## src/rtl/cstate_pkg.sv

```systemverilog
package cstate_pkg;
    localparam int STATE_W = 3;

    typedef enum logic [STATE_W-1:0] {
        CS_C0  = 3'd0,
        CS_C1  = 3'd1,
        CS_C1E = 3'd2,
        CS_C3  = 3'd3,
        CS_C6  = 3'd4
    } cstate_e;

    localparam logic [STATE_W-1:0] CODE_MIN = 3'd1;
    localparam logic [STATE_W-1:0] CODE_MAX = 3'd4;
endpackage

```

## src/rtl/cstate_thread.sv

```systemverilog
module cstate_thread
    import cstate_pkg::*;
(
    input  logic               clk,
    input  logic               rst_n,
    input  logic               req_vld,
    input  logic [STATE_W-1:0] req_state,
    input  logic               req_wait,
    input  logic               irq_own,
    input  logic               wake_all,
    input  logic               mon_hit,
    input  logic               peer_c6,
    output logic               tgt_c6,
    output cstate_e            state_o
);
    cstate_e tgt_q, tgt_d;
    logic    wait_q, wait_d;
    logic    wake;
    logic    req_ok;

    assign wake   = irq_own | wake_all | (mon_hit & wait_q);
    assign req_ok = req_vld && (req_state >= CODE_MIN) && (req_state <= CODE_MAX);

    // next-state
    always_comb begin
        tgt_d  = tgt_q;
        wait_d = wait_q;
        unique case (tgt_q)
            CS_C0: begin
                if (!wake && req_ok) begin
                    tgt_d  = cstate_e'(req_state);
                    wait_d = req_wait;
                end
            end
            CS_C1, CS_C1E, CS_C3, CS_C6: begin
                if (wake) begin
                    tgt_d  = CS_C0;
                    wait_d = 1'b0;
                end
            end
            default: begin
                tgt_d  = CS_C0;
                wait_d = 1'b0;
            end
        endcase
    end

    // state register
    always_ff @(posedge clk) begin
        if (!rst_n) begin
            tgt_q  <= CS_C0;
            wait_q <= 1'b0;
        end else begin
            tgt_q  <= tgt_d;
            wait_q <= wait_d;
        end
    end

    // outputs
    always_comb begin
        tgt_c6 = 1'b0;
        unique case (tgt_q)
            CS_C6: begin
                tgt_c6  = 1'b1;
                state_o = peer_c6 ? CS_C6 : CS_C3;
            end
            default: state_o = tgt_q;
        endcase
    end

    AST_WAKE_TO_C0: assert property (@(posedge clk) disable iff (!rst_n)
        (irq_own || wake_all) |=> (tgt_q == CS_C0));

    AST_BUSY_IGNORES_REQ: assert property (@(posedge clk) disable iff (!rst_n)
        (tgt_q != CS_C0 && !wake) |=> $stable(tgt_q));

    AST_BAD_CODE_IGNORED: assert property (@(posedge clk) disable iff (!rst_n)
        (tgt_q == CS_C0 && req_vld && (req_state == 3'd0 || req_state > CODE_MAX))
        |=> (tgt_q == CS_C0));

    AST_WAKE_BEATS_REQ: assert property (@(posedge clk) disable iff (!rst_n)
        (tgt_q == CS_C0 && wake) |=> (tgt_q == CS_C0));
endmodule

```

## src/rtl/cstate_merge.sv

```systemverilog
module cstate_merge
    import cstate_pkg::*;
(
    input  logic    clk,
    input  logic    rst_n,
    input  cstate_e st_a,
    input  cstate_e st_b,
    output cstate_e core_q
);
    cstate_e lowest;

    always_comb begin
        lowest = (st_a <= st_b) ? st_a : st_b;
    end

    always_ff @(posedge clk) begin
        if (!rst_n) core_q <= CS_C0;
        else        core_q <= lowest;
    end

    AST_CORE_NOT_DEEPER_A: assert property (@(posedge clk) disable iff (!rst_n)
        1'b1 |=> (core_q <= $past(st_a)));

    AST_CORE_NOT_DEEPER_B: assert property (@(posedge clk) disable iff (!rst_n)
        1'b1 |=> (core_q <= $past(st_b)));

    AST_CORE_MATCHES_ONE: assert property (@(posedge clk) disable iff (!rst_n)
        1'b1 |=> (core_q == $past(st_a) || core_q == $past(st_b)));
endmodule

```

## src/rtl/cstate_resolver.sv

```systemverilog
module cstate_resolver
    import cstate_pkg::*;
(
    input  logic               clk,
    input  logic               rst_n,
    input  logic               t0_req_vld,
    input  logic [STATE_W-1:0] t0_req_state,
    input  logic               t0_req_wait,
    input  logic               t1_req_vld,
    input  logic [STATE_W-1:0] t1_req_state,
    input  logic               t1_req_wait,
    input  logic [1:0]         irq,
    input  logic               pkg_wake,
    input  logic               mon_hit,
    output logic [STATE_W-1:0] t0_state,
    output logic [STATE_W-1:0] t1_state,
    output logic [STATE_W-1:0] core_state
);
    localparam int NTHR = 2;

    logic               vld_a  [NTHR];
    logic [STATE_W-1:0] code_a [NTHR];
    logic               wait_a [NTHR];
    logic [NTHR-1:0]    tgt_c6;
    logic               both_c6;
    cstate_e            st [NTHR];
    cstate_e            core_q;

    assign vld_a[0]  = t0_req_vld;
    assign vld_a[1]  = t1_req_vld;
    assign code_a[0] = t0_req_state;
    assign code_a[1] = t1_req_state;
    assign wait_a[0] = t0_req_wait;
    assign wait_a[1] = t1_req_wait;
    assign both_c6   = &tgt_c6;

    for (genvar g = 0; g < NTHR; g++) begin : g_thr
        logic wake_all;
        assign wake_all = pkg_wake | (both_c6 & irq[NTHR-1-g]);

        cstate_thread u_thr (
            .clk      (clk),
            .rst_n    (rst_n),
            .req_vld  (vld_a[g]),
            .req_state(code_a[g]),
            .req_wait (wait_a[g]),
            .irq_own  (irq[g]),
            .wake_all (wake_all),
            .mon_hit  (mon_hit),
            .peer_c6  (tgt_c6[NTHR-1-g]),
            .tgt_c6   (tgt_c6[g]),
            .state_o  (st[g])
        );
    end

    cstate_merge u_merge (
        .clk   (clk),
        .rst_n (rst_n),
        .st_a  (st[0]),
        .st_b  (st[1]),
        .core_q(core_q)
    );

    assign t0_state   = st[0];
    assign t1_state   = st[1];
    assign core_state = core_q;

    AST_C6_TOGETHER: assert property (@(posedge clk) disable iff (!rst_n)
        (st[0] == CS_C6) == (st[1] == CS_C6));

    AST_C6_IRQ_WAKES_BOTH: assert property (@(posedge clk) disable iff (!rst_n)
        (st[0] == CS_C6 && irq != 2'b00) |=> (st[0] == CS_C0 && st[1] == CS_C0));

    AST_PKG_WAKE_BOTH: assert property (@(posedge clk) disable iff (!rst_n)
        pkg_wake |=> (st[0] == CS_C0 && st[1] == CS_C0));

    AST_RESET_IDLE: assert property (@(posedge clk)
        !rst_n |=> (st[0] == CS_C0 && st[1] == CS_C0 && core_q == CS_C0));
endmodule

```

## config.mk

```make
export PLATFORM = sky130hd
export DESIGN_NAME = cstate_resolver
export DESIGN_NICKNAME = d
export VERILOG_FILES = /design/src/rtl/cstate_pkg.sv /design/src/rtl/cstate_thread.sv /design/src/rtl/cstate_merge.sv /design/src/rtl/cstate_resolver.sv
export SDC_FILE = /design/constraint.sdc
export NUM_CORES = 1
export LEC_CHECK = 0
export ABC_CLOCK_PERIOD_IN_PS = 3010
export BUFFER_PORTS_ARGS = -buffer_cell sky130_fd_sc_hd__buf_2
export CAP_MARGIN = 20
export CELL_PAD_IN_SITES_DETAIL_PLACEMENT = 1
export CELL_PAD_IN_SITES_GLOBAL_PLACEMENT = 2
export CORE_UTILIZATION = 28
export DETAILED_ROUTE_END_ITERATION = 16
export HOLD_SLACK_MARGIN = 0.06
export PLACE_DENSITY_LB_ADDON = 0.1
export SLEW_MARGIN = 20
export SYNTH_ARGS = -nofsm -noshare
export SYNTH_HDL_FRONTEND = slang
export SYNTH_HIERARCHICAL = 1
export SYNTH_SLANG_ARGS = --single-unit
```

## constraint.sdc

```tcl
create_clock -name clk -period 3.01 [get_ports clk]
set_input_delay 0.602 -clock clk [delete_from_list [all_inputs] [get_ports clk]]
set_output_delay 0.602 -clock clk [all_outputs]
set_load 0.05 [all_outputs]
```

==> results of run 1 <==
cells in the mapped netlist (all sizes together):
library cell	instances
o21ba	2
nand2	16
nor3	2
a211oi	2
mux2i	3
nand2b	2
inv	4
nor3b	4
a31o	2
o31a	2
o211a	2
o2111ai	8
dfxtp	11
a21oi	4
a21boi	4
a32oi	1
clkbuf	2
o21ai	3
nor2	2
and2	4
a2111oi	2
o31ai	2
o21bai	4
ha	3
nor2b	1
critical path, cell delays in order, from the launching register on:
cell	delay, ns
dfxtp_1	0.47
nor2_1	0.10
and2_1	0.20
nand2b_1	0.16
o21bai_1	0.27
buf_2	0.33
path summary, 6_finish.rpt:
path	cells after the start	end	startpoint	slack (ns)
max reg2reg	10	u_merge/core_q[0]	g_thr[0].u_thr/tgt_q[0]	0.71
max	5	t0_state[1]	g_thr[1].u_thr/tgt_q[0]	0.61
min reg2reg	2	g_thr[0].u_thr/wait_q	g_thr[0].u_thr/wait_q	0.54
min	2	g_thr[0].u_thr/wait_q	g_thr[0].u_thr/wait_q	0.54
logic make-up (layout without fill, tap and decap cells):
kind of cell               after synthesis  after routing  share of synthesized area [%]
muxes                                    3              3                           3.69
DFF                                     11             11                           27.1
buffers and inverters                    6             32                           2.77
AOI/OAI and AO/OA                       38             38                           42.0
adders and majority gates                3              3                           4.62
and+or+nand+nor                         31             31                           19.8
registers in the layout, indices dropped and copies added (netlist names):
register / flops
u_merge/core_q: 3
g_thr.u_thr/wait_q: 2
g_thr.u_thr/tgt_q: 6
where the power goes:
group,leakage [nW],switching [mW],internal [mW]
Clock,0.0150,0.0521,0.0513
Sequential,0.0888,0.00287,0.147
Combinational,0.285,0.0365,0.0252
Total,0.388,0.0914,0.224
through the flow:
step | instance area [um^2] | util, % | hold slack (ns) | setup slack [ns]
6_report | 991 | 35.9 | 0.544 | 0.607
5_1_grt | 991 | 35.9 | 0.572 | 0.438
2_1_floorplan | 813 | - | 0.492 | 0.125
3_5_place_dp | 965 | 35.0 | 0.535 | 0.656
3_3_place_gp | 965 | 35.0 | 0.534 | 0.789
4_1_cts | 991 | 35.9 | 0.546 | 0.569
final cells by class:
type,instances,area [um^2]
well taps,31,38.8
flip-flops and latches,11,220
fillers,342,1770
clock buffers,4,26.3
multi-input cells,75,571
inverters,4,15.0
repair buffers,24,120
routing by layer:
layer	vias to the layer above	global-route usage (%)
met5	-	0
met4	0	3.14
met3	2	5.12
met2	15	25.0
met1	376	17.9
li1	408	-
==> impl_metrics.env, run 1 <==
export IMPL_cts_buffer_depth=2
export IMPL_synth_warnings=6
export IMPL_dr_wl_met3_um=84
export IMPL_worstPathArrival_ns=1.80
export IMPL_p_leak_nw=0.389
export IMPL_drt_iter0_markers=18
export IMPL_vias=801
export IMPL_die_h_um=55.9
export IMPL_fin_nets=138
export IMPL_required_ns=2.41
export IMPL_startpoint_type="register"
export IMPL_drc=0
export IMPL_overflow=0
export IMPL_die_area_um2=3120
export IMPL_insertion_delay_ns=0.27
export IMPL_ioPinCount=25
export IMPL_antenna_found_initial=0
export IMPL_end_kind="primary output"
export IMPL_path_class="register to primary output"
export IMPL_routed_wl_um=2090
export IMPL_cts_repair_resized=0
export IMPL_worstMarginPinSlew_ns=0.632
export IMPL_grt_usage_pct=14.7
export IMPL_ir_drop_mv=0.208
export IMPL_grt_max_degree=17
export IMPL_syn_avg_cell_area_um2=8.84
export IMPL_tns_ns=0
export IMPL_ys_ff_latch=11
export IMPL_finalSetupViolCount=0
export IMPL_postCtsHoldBufs=0
export IMPL_layout_commonest_cell="buf_2"
export IMPL_finalCritPeriodShare_pct=79.9
export IMPL_yosysSeqAreaShare_pct=27.1
export IMPL_slew_violations=0
export IMPL_drive_above_1_share_pct=27.1
export IMPL_highest_layer="met4"
export IMPL_dp_cells=145
export IMPL_clock_sinks=11
export IMPL_clk_transition_reported_paths_ns=0.08
export IMPL_clock_fmax_mhz=416
export IMPL_relSlewSlack_pct=57.7
export IMPL_row_count=19
export IMPL_cts_setup_buffers=0
export IMPL_layout_cells_non_filler=149
export IMPL_outcome="completed"
export IMPL_synthDistinctLibCells=27
export IMPL_diodes=0
export IMPL_drt_pre_antenna_iters=3
export IMPL_hold_viol=0
export IMPL_wl_met2_um=1000
export IMPL_root_buffer="clkbuf_4"
export IMPL_cts_tree="done"
export IMPL_htreeDepth=1
export IMPL_hp_class="register to register"
export IMPL_antenna_left=0
export IMPL_syn_area_um2=813
export IMPL_drv_cap=0
export IMPL_routedWlPerCell_um=14.0
export IMPL_yosys_area_top_type_share_pct=27.1
export IMPL_grt_pass1_wl_um=3570
export IMPL_area_growth_syn_to_layout_pct=21.8
export IMPL_rsz0062_at_grt="false"
export IMPL_postSynthNetCount=111
export IMPL_dp_final_hpwl_um=1640
export IMPL_initial_core_util_pct=29.5
export IMPL_p_per_area_nw_per_um2=318
export IMPL_die_x_um=55.9
export IMPL_cts_made_buffers=3
export IMPL_critical_path_max_fanout=8
export IMPL_io_buffers=24
export IMPL_m1WireLength_um=979
export IMPL_vias_per_cell=5.38
export IMPL_syn_inst=92
export IMPL_clock_skew_final_ns=0.00431
export IMPL_power_mw=0.315
export IMPL_final_cell_mix="buf_2, nand2_1, dfxtp_1"
export IMPL_synth_area_leaders="dfxtp_1, o2111ai_1, nand2_1, a2111oi_4, ha_1"
export IMPL_coreArea_um2=2760
export IMPL_place_gp_congestion=0.768
export IMPL_fin_crit_ns=2.40
export IMPL_grt_pass1_vias=810
export IMPL_synth_top_area_cell="dfxtp_1"
(Power assumes the default switching activity.)
==> run 2, diff against run 1 <==
--- a/config.mk
+++ b/config.mk
@@ -5,12 +5,12 @@
 export SDC_FILE = /design/constraint.sdc
 export NUM_CORES = 1
 export LEC_CHECK = 0
-export ABC_CLOCK_PERIOD_IN_PS = 3010
+export ABC_CLOCK_PERIOD_IN_PS = 2200
 export BUFFER_PORTS_ARGS = -buffer_cell sky130_fd_sc_hd__buf_2
 export CAP_MARGIN = 20
 export CELL_PAD_IN_SITES_DETAIL_PLACEMENT = 1
 export CELL_PAD_IN_SITES_GLOBAL_PLACEMENT = 2
-export CORE_UTILIZATION = 28
+export CORE_UTILIZATION = 26
 export DETAILED_ROUTE_END_ITERATION = 16
 export HOLD_SLACK_MARGIN = 0.06
 export PLACE_DENSITY_LB_ADDON = 0.1
==> constraint.sdc (replaced) <==
create_clock -name clk -period 2.2 [get_ports clk]
set_input_delay 0.44 -clock clk [delete_from_list [all_inputs] [get_ports clk]]
set_output_delay 0.44 -clock clk [all_outputs]
set_load 0.05 [all_outputs]
==> run 2 against run 1 <==
The run now ends with design-rule violations left; worst setup slack got worse by 0.43 ns; routed wire length grew 8.3%; power up 40%; clock-buffer cell count unchanged; non-clock buffer count rose by 8; hold slack lost 0.089 ns; cell area up 15%; combinational power grew 53%; critical path type is now register to register; largest power group unchanged; highest routed layer unchanged.
==> impl_metrics.env, run 2 (synthesis results as in run 1) <==
export IMPL_final_cell_mix="buf_2, nand2_1, dfxtp_1"
export IMPL_reg_top3="g_thr.u_thr/tgt_q x6, u_merge/core_q x3, g_thr.u_thr/wait_q x2"
export IMPL_power_share_sequential_pct=45.7
export IMPL_layout_commonest_cell="buf_2"
export IMPL_startpoint_type="register"
export IMPL_violations="design-rule violations"
export IMPL_required_ns=2.40
export IMPL_drt_iter0_markers=11
export IMPL_crit_start="g_thr[0].u_thr/tgt_q[0]"
export IMPL_overflow=0
export IMPL_area_growth_syn_to_layout_pct=40.5
export IMPL_insertion_delay_ns=0.27
export IMPL_clock_sinks=11
export IMPL_antenna_left=0
export IMPL_drv_cap=0
export IMPL_postCtsHoldBufs=0
export IMPL_vias=839
export IMPL_outcome="finished with violations"
export IMPL_ff2ff_setup_slack_ns=0.18
export IMPL_die_area_um2=3360
export IMPL_largest_register="g_thr.u_thr/tgt_q"
export IMPL_slew_violations=0
export IMPL_clk_transition_reported_paths_ns=0.08
export IMPL_r2r_start="g_thr[0].u_thr/tgt_q[0]"
export IMPL_routedWlPerCell_um=14.4
export IMPL_finalSetupViolCount=0
export IMPL_worstPathArrival_ns=2.22
export IMPL_largest_reg_flops=6
export IMPL_die_h_um=57.9
export IMPL_p_per_area_nw_per_um2=386
export IMPL_clock_fmax_mhz=494
export IMPL_ioPinCount=25
export IMPL_ir_drop_mv=0.181
export IMPL_worstMarginPinSlew_ns=0.593
export IMPL_rsz0062_at_grt="false"
export IMPL_tns_ns=0
export IMPL_hp_class="input port to register"
export IMPL_root_buffer="clkbuf_4"
export IMPL_grt_max_degree=17
export IMPL_drc=1
export IMPL_routed_wl_um=2260
export IMPL_cts_tree="done"
export IMPL_rr_endpoint="u_merge/core_q[1]"
export IMPL_p_switching_mw=0.132
export IMPL_cts_made_buffers=3
export IMPL_p_sw_share_pct=29.8
export IMPL_row_count=19
export IMPL_crit_chain="nor2_4 > and2_4 > nand2b_4 > o21bai_4 > inv_2 > ha_4 > nor2b_1 > o21ai_1 > a32oi_2 > mux2i_1"
export IMPL_crit_slowest_cell="dfxtp_1"
export IMPL_coreArea_um2=2850
export IMPL_fin_nets=146
export IMPL_ff2ff_path_depth=10
export IMPL_cts_buffer_depth=2
export IMPL_drt_pre_antenna_iters=9
export IMPL_io_buffers=24
export IMPL_combPwrFrac_pct=21.4
export IMPL_grt_pass1_vias=830
export IMPL_critical_path_max_fanout=4
export IMPL_drive_above_1_share_pct=42.1
export IMPL_p_int_mw=0.310
export IMPL_end_kind="register"
export IMPL_p_leak_nw=0.465
export IMPL_diodes=0
export IMPL_path_class="register to register"
export IMPL_htreeDepth=1
export IMPL_crit_path_end="u_merge/core_q[1]"
export IMPL_max_stage_delay_ns=0.39
export IMPL_finalCritPeriodShare_pct=92.0
export IMPL_power_mw=0.441
export IMPL_hold_viol=0
export IMPL_layout_cells_non_filler=157
export IMPL_clkPwrFrac_pct=32.9
export IMPL_relSlewSlack_pct=60.4
export IMPL_clock_skew_final_ns=0.00409
export IMPL_fin_crit_ns=2.02
export IMPL_die_x_um=57.9
export IMPL_dp_cells=149
export IMPL_antenna_found_initial=0
export IMPL_place_gp_congestion=0.673
export IMPL_vias_per_cell=5.34
export IMPL_initial_core_util_pct=28.5
export IMPL_dp_final_hpwl_um=1770
export IMPL_grt_pass1_wl_um=3930
export IMPL_grt_usage_pct=15.3
[run 2: stage by stage]
step	hold WS (ns)	area (um^2)	worst slack (ns)	utilization, %
after floorplan	0.492	912	-0.0108	-
after global placement	0.510	1080	0.163	37.9
after detailed placement	0.529	1080	0.0928	37.9
after CTS	0.447	1110	0.0742	38.8
after global routing	0.475	1140	0.00134	40.0
final	0.455	1140	0.177	40.0
[run 2: area by class of cell]
type	count	area (um^2)
Fill cell	346	1710
Multi-Input combinational cell	75	654
Sequential cell	11	228
Timing Repair Buffer	32	180
Tap cell	31	38.8
Clock buffer	4	26.3
Inverter	4	15.0
[run 2: critical path: cells and delay by family, from the launching register on]
family	cells	cell delay, ns
adders and majority gates	1	0.26
DFF	1	0.39
buffers and inverters	1	0.06
and+or+nand+nor	4	0.48
AOI/OAI and AO/OA	3	0.54
muxes	1	0.22
[run 2: worst min-delay path by stage]
| stage | startpoint | end | depth (start not counted) |
|---|---|---|---|
| 3_5_place_dp | g_thr[1].u_thr/wait_q | g_thr[1].u_thr/wait_q | 2 |
| 5_1_grt | t0_req_state[0] | g_thr[0].u_thr/tgt_q[0] | 3 |
| 4_1_cts | t1_req_state[2] | g_thr[1].u_thr/tgt_q[2] | 3 |
| 2_1_floorplan | g_thr[0].u_thr/wait_q | g_thr[0].u_thr/wait_q | 2 |
| 6_report | t1_req_state[1] | g_thr[1].u_thr/tgt_q[1] | 3 |
| 3_3_place_gp | g_thr[1].u_thr/tgt_q[0] | g_thr[1].u_thr/tgt_q[2] | 3 |
[run 2: routing by layer]
layer	up-vias	part of all wire [%]	GRT usage [%]	wire length (um)
li1	425	-	-	-
met1	397	48	20.0	1080
met2	15	47	25.5	1070
met3	2	4.0	2.90	91
met4	0	0.75	5.10	17
met5	-	0	0	0
[run 2: power by group through the flow]
stage	Sequential, mW	Clock [mW]	Combinational [mW]
2_1_floorplan	0.212	0	0.0552
3_3_place_gp	0.209	0	0.0911
3_5_place_dp	0.210	0	0.0927
4_1_cts	0.205	0.151	0.0934
5_1_grt	0.202	0.162	0.104
6_report	0.202	0.145	0.0943
[run 2: timing repair]
action | 4_1_cts | 5_1_grt
setup endpoints to repair | 0 | 3
setup buffers | 0 | 4
gates resized for setup | 0 | 3
